## src/rtl/ipm_pkg.sv

```systemverilog
package ipm_pkg;
    typedef enum logic [1:0] {
        RING_USR  = 2'd0,
        RING_OS   = 2'd1,
        RING_POOL = 2'd2,
        RING_PHYS = 2'd3
    } ring_e;
endpackage

```

## src/rtl/ipm_thread_cmp.sv

```systemverilog
module ipm_thread_cmp
    import ipm_pkg::*;
#(
    parameter int BLK_W = 4,
    parameter int IDX_W = 19,
    parameter int PID_W = 12,
    parameter int LS_W  = 4,
    localparam int CAM_W = BLK_W + IDX_W
) (
    input  logic             fmt,
    input  logic             ign,
    input  logic [CAM_W-1:0] tgt_cam,
    input  logic [LS_W-1:0]  lsrv,
    input  logic [PID_W-1:0] pid,
    input  logic             phys_vld,
    input  logic             pool_vld,
    input  logic [CAM_W-1:0] pool_cam,
    input  logic             os_vld,
    input  logic [CAM_W-1:0] os_cam,
    input  logic             usr_vld,
    input  logic [LS_W-1:0]  usr_ls,
    output logic             hit,
    output ring_e            ring
);
    // Hardwired physical CAM: block from PID[11:8], index = 0x80 | PID[6:0]
    logic [BLK_W-1:0] hw_blk;
    logic [IDX_W-1:0] hw_idx;
    logic [CAM_W-1:0] hw_cam;

    assign hw_blk = BLK_W'(pid[11:8]);
    assign hw_idx = IDX_W'({1'b1, pid[6:0]});
    assign hw_cam = {hw_blk, hw_idx};

    always_comb begin
        hit  = 1'b0;
        ring = RING_USR;
        if (!fmt) begin
            if (!ign) begin
                if (phys_vld && (tgt_cam == hw_cam)) begin
                    hit  = 1'b1;
                    ring = RING_PHYS;
                end else if (pool_vld && (tgt_cam == pool_cam)) begin
                    hit  = 1'b1;
                    ring = RING_POOL;
                end else if (os_vld && (tgt_cam == os_cam)) begin
                    hit  = 1'b1;
                    ring = RING_OS;
                end
            end
        end else if (os_vld && (tgt_cam == os_cam) && usr_vld && (usr_ls == lsrv)) begin
            hit  = 1'b1;
            ring = RING_USR;
        end
    end

    always_comb begin
        if (hit && fmt) assert (ring == RING_USR) else $error("AST_FMT1_USER_ONLY");
    end
endmodule

```

## src/rtl/ipm_hit_select.sv

```systemverilog
module ipm_hit_select
    import ipm_pkg::*;
#(
    parameter int N_THR = 4,
    localparam int TID_W = (N_THR > 1) ? $clog2(N_THR) : 1
) (
    input  logic [N_THR-1:0] hits,
    input  ring_e            rings [N_THR],
    output logic             any_hit,
    output logic             multi_hit,
    output logic [TID_W-1:0] sel_tid,
    output ring_e            sel_ring
);
    always_comb begin
        any_hit   = |hits;
        multi_hit = (hits & (hits - N_THR'(1))) != '0;
        sel_tid   = '0;
        sel_ring  = RING_USR;
        for (int i = N_THR - 1; i >= 0; i--) begin
            if (hits[i]) begin
                sel_tid  = TID_W'(i);
                sel_ring = rings[i];
            end
        end
    end

    always_comb begin
        if (!multi_hit && any_hit) assert ($onehot(hits)) else $error("AST_SINGLE_HIT");
    end
endmodule

```

## src/rtl/ipm_cam_matcher.sv

```systemverilog
module ipm_cam_matcher
    import ipm_pkg::*;
#(
    parameter int N_THR  = 4,
    parameter int BLK_W  = 4,
    parameter int IDX_W  = 19,
    parameter int PID_W  = 12,
    parameter int LS_W   = 4,
    parameter int PRIO_W = 3,
    localparam int CAM_W = BLK_W + IDX_W,
    localparam int TID_W = (N_THR > 1) ? $clog2(N_THR) : 1
) (
    input  logic                    clk,
    input  logic                    rst_n,
    input  logic                    req_valid,
    input  logic                    req_fmt,
    input  logic                    req_ign,
    input  logic [BLK_W-1:0]        req_blk,
    input  logic [IDX_W-1:0]        req_idx,
    input  logic [PRIO_W-1:0]       req_prio,
    input  logic [LS_W-1:0]         req_lsrv,
    input  logic                    req_rec_valid,
    input  logic [N_THR*PID_W-1:0]  thr_pid,
    input  logic [N_THR-1:0]        thr_phys_vld,
    input  logic [N_THR-1:0]        thr_pool_vld,
    input  logic [N_THR*CAM_W-1:0]  thr_pool_cam,
    input  logic [N_THR-1:0]        thr_os_vld,
    input  logic [N_THR*CAM_W-1:0]  thr_os_cam,
    input  logic [N_THR-1:0]        thr_usr_vld,
    input  logic [N_THR*LS_W-1:0]   thr_usr_ls,
    output logic                    post_valid,
    output logic [TID_W-1:0]        post_tid,
    output logic [1:0]              post_ring,
    output logic [PRIO_W-1:0]       evt_prio,
    output logic                    backlog_valid,
    output logic                    err_dup,
    output logic                    err_inval
);
    typedef struct packed {
        logic              post;
        logic              backlog;
        logic              dup;
        logic              inval;
        logic [TID_W-1:0]  tid;
        ring_e             ring;
        logic [PRIO_W-1:0] prio;
    } out_t;

    logic [CAM_W-1:0] tgt_cam;
    logic [N_THR-1:0] hits;
    ring_e            rings [N_THR];
    logic             any_hit;
    logic             multi_hit;
    logic [TID_W-1:0] sel_tid;
    ring_e            sel_ring;
    out_t             out_d, out_q;

    assign tgt_cam = {req_blk, req_idx};

    for (genvar t = 0; t < N_THR; t++) begin : g_thr
        ipm_thread_cmp #(
            .BLK_W(BLK_W), .IDX_W(IDX_W), .PID_W(PID_W), .LS_W(LS_W)
        ) u_cmp (
            .fmt      (req_fmt),
            .ign      (req_ign),
            .tgt_cam  (tgt_cam),
            .lsrv     (req_lsrv),
            .pid      (thr_pid[t*PID_W +: PID_W]),
            .phys_vld (thr_phys_vld[t]),
            .pool_vld (thr_pool_vld[t]),
            .pool_cam (thr_pool_cam[t*CAM_W +: CAM_W]),
            .os_vld   (thr_os_vld[t]),
            .os_cam   (thr_os_cam[t*CAM_W +: CAM_W]),
            .usr_vld  (thr_usr_vld[t]),
            .usr_ls   (thr_usr_ls[t*LS_W +: LS_W]),
            .hit      (hits[t]),
            .ring     (rings[t])
        );
    end

    ipm_hit_select #(.N_THR(N_THR)) u_sel (
        .hits      (hits),
        .rings     (rings),
        .any_hit   (any_hit),
        .multi_hit (multi_hit),
        .sel_tid   (sel_tid),
        .sel_ring  (sel_ring)
    );

    always_comb begin
        out_d      = '0;
        out_d.tid  = sel_tid;
        out_d.ring = sel_ring;
        out_d.prio = req_prio;
        if (req_valid) begin
            if (!req_rec_valid)  out_d.inval   = 1'b1;
            else if (multi_hit)  out_d.dup     = 1'b1;
            else if (any_hit)    out_d.post    = 1'b1;
            else                 out_d.backlog = 1'b1;
        end
    end

    always_ff @(posedge clk or negedge rst_n) begin
        if (!rst_n) out_q <= '0;
        else        out_q <= out_d;
    end

    assign post_valid    = out_q.post;
    assign post_tid      = out_q.tid;
    assign post_ring     = out_q.ring;
    assign evt_prio      = out_q.prio;
    assign backlog_valid = out_q.backlog;
    assign err_dup       = out_q.dup;
    assign err_inval     = out_q.inval;

    AST_OUTCOME_EXCL: assert property (@(posedge clk) disable iff (!rst_n)
        $onehot0({post_valid, backlog_valid, err_dup, err_inval}));
    AST_IDLE_QUIET: assert property (@(posedge clk) disable iff (!rst_n)
        !req_valid |=> !(post_valid || backlog_valid || err_dup || err_inval));
    AST_INVAL_DROP: assert property (@(posedge clk) disable iff (!rst_n)
        (req_valid && !req_rec_valid) |=> err_inval);
    AST_GROUP_BACKLOG: assert property (@(posedge clk) disable iff (!rst_n)
        (req_valid && req_rec_valid && !req_fmt && req_ign) |=> backlog_valid);
    AST_PRIO_CARRY: assert property (@(posedge clk) disable iff (!rst_n)
        req_valid |=> (evt_prio == $past(req_prio)));
    AST_USER_RING: assert property (@(posedge clk) disable iff (!rst_n)
        (req_valid && req_fmt) |=> (!post_valid || post_ring == RING_USR));
endmodule

```

## config.mk

```make
export PLATFORM = sky130hd
export DESIGN_NAME = ipm_cam_matcher
export DESIGN_NICKNAME = d
export VERILOG_FILES = /design/src/rtl/ipm_pkg.sv /design/src/rtl/ipm_thread_cmp.sv /design/src/rtl/ipm_hit_select.sv /design/src/rtl/ipm_cam_matcher.sv
export SDC_FILE = /design/constraint.sdc
export NUM_CORES = 1
export LEC_CHECK = 0
export ABC_AREA = 1
export BUFFER_PORTS_ARGS = -buffer_cell sky130_fd_sc_hd__buf_4
export CAP_MARGIN = 20
export CORE_MARGIN = 5
export CORE_UTILIZATION = 38
export CTS_CLUSTER_DIAMETER = 50
export DETAILED_ROUTE_END_ITERATION = 8
export HOLD_SLACK_MARGIN = 0.06
export PLACE_DENSITY = 0.75
export SLEW_MARGIN = 20
export SYNTH_ARGS = -nofsm -noshare
export SYNTH_HDL_FRONTEND = slang
export SYNTH_HIERARCHICAL = 1
export SYNTH_SLANG_ARGS = --single-unit
```

## constraint.sdc

```tcl
create_clock -name clk -period 0.8 [get_ports clk]
set_clock_uncertainty 0.15 [all_clocks]
set_input_delay 0.08 -clock clk [delete_from_list [all_inputs] [get_ports clk]]
set_output_delay 0.08 -clock clk [all_outputs]
set_load 0.02 [all_outputs]
```

==> impl_results.md <==
- Status: complete, but fails checks
- Violated checks: hold timing, setup timing
- Switching part of the total power: 39.9%
- Util after Layout: 70.2%
- PD cells: 626 nW/µm²
- Synth Warn #: 6
- Post-DP HPWL: 21700 µm
- Post-synthesis compound-gate area fraction: 12.1%
- Area growth from synthesis to final layout: 79.7%
- DR vias/cell: 4.78
- Vias in the first global route: 7619
- Largest family of logic cells by synthesized area: simple AND/OR/NAND/NOR gates
- GRT met1 Usage: 37.8%
- Commonest non-fill, non-tap cell in the layout: nand2_1
- Initial Utilization: between 30 and 40%
- Largest net degree at the start of global routing: 16
- Clock root buffer: clkbuf_16
- ANT nets after route: 0
- DP Area: 8030 µm²
- Pleak: 5.45 nW
- Cells along the critical path: buf_12 > buf_12 > inv_6 > nand2_2 > nand2_1 > nor2_1 > nand2_1 > nor2_1 > nand2_1 > nor2_2 > nand2_1 > nand2_2 > buf_6 > nand3_2 > nand2_1 > nand2_1 > nand2_1
- Clock share of power: 16.2%
- Post-synthesis mux area share: 0%
- M2 GR Usage: 55.5%
- GRT Total Usage: 31.3%
- Max Cap Viol: 0
- VDD IR-drop max: between 0.0004 and 0.0005 V
- First-pass GRT wire length: between 30000 and 40000 µm
- # H-tree levels: 1
- Final Total Pwr: 5.59 mW
- DRC viols: 0
- Initial antenna violation count: 1
- Crit. End Element: register
- Mapped Avg Cell Area: ~4.4 µm²
- Switching power: 2.23 mW
- Share of layout cells above drive strength 1: roughly a third
- Die width: 124 µm
- Crit path launch type: input port
- Synthesized-area fraction occupied by adder cells: 0%
- Critical path's most frequent cell: nand2_1
- Max stage delay on crit path: 0.14 ns
- Syn Nets: 1432
- Sequential share of power: a little over a tenth
- Met3 Use GR: about 5.7%
- Worst hold slack: -0.136 ns
- Final #Nets: approximately 1800
- Setup-failing EPs final: 18
- # diodes: 0
- Max Root-Sink Buffers: 2
- Area of the mapped netlist: roughly 5000 µm²
- Leading cell types in the layout, fill and taps excluded: nand2_1, buf_4, inv_1
- Max-slew violations: 0
- Clock transition at the registers of the reported paths: ~0.040 ns
- PnR worst setup slack: -0.825 ns
- Die height: 124 µm
- Worst slew pin tran: 0.422 ns
- Tmin final: 1.63 ns
- Crit Path Max Fanout: 8
- Gr ovfl total: 0
- Comb power frac: 73.4%
- Critical Path RT: slightly above 0.8 ns
- Post-synth cell types: 21
- Post-Synthesis Cells: 1132
- Fill count: 1214
- Sequential fraction of the synthesis area: 5.54%
- Row cnt: 41
- Min-Delay Path Class: input port to register
- RSZ-0062 raised after global routing: true
- Period utilisation layout: 203%
- Post-route design area: between 8000 and 9000 µm²
- Vias: 8089
- # hold bufs at CTS: 4
- Yosys reg bits: 11
- Int Power: between 3 and 4 mW
- I/O Buffers: about 310
- Crit path DAT: approximately 1.6 ns
- Core ar.: 12700 µm²
- Wire per inst: 15.8 µm
- DRT iter0 DRCs: 558
- Gr busiest metal: met2
- GPL Wtd Cong: 1.01
- DRT Wirelength: roughly 27000 µm
- Router iterations before antenna repair: 5
- Die footprint: 15500 µm²
- Slew headroom: 71.6%
- Critical Path Slowest Stage Cell: nor2_2
- CTS tree: done
- Sink Count: 11
- IO Pins: around 310
- Final count of hold timing violations: 4
- Fmax: a little over 600 MHz
- Simple-gate share of the synthesized area: a little under three fifths
- Post-Synth XOR/XNOR Area: 6.35%
- Total CTS buffers: 3
- Setup Crit Path Kind: input port to register
path summary, 6_finish.rpt:
| check | startpoint | end | depth (start not counted) |
|---|---|---|---|
| min | req_rec_valid | err_inval | 2 |
| max | req_idx[6] | post_ring[0] | 17 |
| min in group asynchronous | rst_n | post_tid[1] | 2 |
| max in group asynchronous | rst_n | err_dup | 2 |
sequential cells by signal, indices dropped and copies added (netlist names):
register and flops:
backlog_valid 1, err_dup 1, err_inval 1, evt_prio 3, post_ring 2, post_tid 2
post_valid 1
per-stage QoR:
| step | TNS (ns) | hold slack, ns | instances | setup WS (ns) |
|---|---|---|---|---|
| after floorplan | -3.64 | -0.366 | 1132 | -0.605 |
| after global placement | -7.77 | -0.231 | 1669 | -1.16 |
| after detailed placement | -7.92 | -0.230 | 1669 | -1.19 |
| after CTS | -6.78 | -0.142 | 1684 | -0.736 |
| after global routing | -7.94 | -0.130 | 1692 | -0.927 |
| final | -7.04 | -0.136 | 1692 | -0.825 |
layout make-up:
| class | count | area, µm² | share of cell area [%] |
|---|---|---|---|
| Clock buffer | 4 | 78.8 | 0.883 |
| Timing Repair Buffer | 385 | 3450 | 38.7 |
| Tap cell | 172 | 215 | 2.41 |
| Multi-Input combinational cell | 866 | 3930 | 44.0 |
| Sequential cell | 11 | 275 | 3.08 |
| Inverter | 254 | 978 | 11.0 |
worst max-delay path: cells and delay by family:
family / cells / cell delay [ns]
buffers and inverters: 4 / 0.40
AND/OR/NAND/NOR: 13 / 1.16
cells in the mapped netlist, drive strengths merged:
master / instances / area share (%)
o21bai: 4 / 0.60
nor2: 166 / 13
xnor2: 12 / 2.1
o211ai: 4 / 0.60
dfrtp: 11 / 5.5
o22ai: 8 / 1.0
a21oi: 7 / 1.0
buf: 1 / 0.23
xor2: 24 / 4.2
nor3: 1 / 0.10
nand3: 14 / 1.4
o21ai: 88 / 8.9
inv: 254 / 19
nand3b: 4 / 0.60
nand2: 522 / 40
nand4: 12 / 1.5
what timing repair did:
action	CTS	global route
pin swaps	42	62
gates cloned	1	4
endpoints found under the setup margin	18	20
hold endpoints to repair	18	6
buffers inserted	6	4
gates resized for setup	84	99
power by group through the flow:
stage	sequential (mW)	clock (mW)	combinational, mW
after floorplan	0.600	0	1.45
after global placement	0.584	0	3.62
after detailed placement	0.584	0	3.64
after CTS	0.578	0.919	3.84
after global routing	0.579	0.932	4.48
final	0.578	0.905	4.10
per-layer routing:
metal  routed length, µm  vias to the layer above
li1                    -                     4106
met1               10300                     3475
met5                  20                        -
met2               12800                      443
met3                2550                       63
met4                1080                        2
logic make-up after synthesis:
logic type | after synthesis
simple gates | 719
buf+inv | 255
compound gates | 111
xor+xnor | 36
flops | 11
Power figures use the tool's default switching activity.
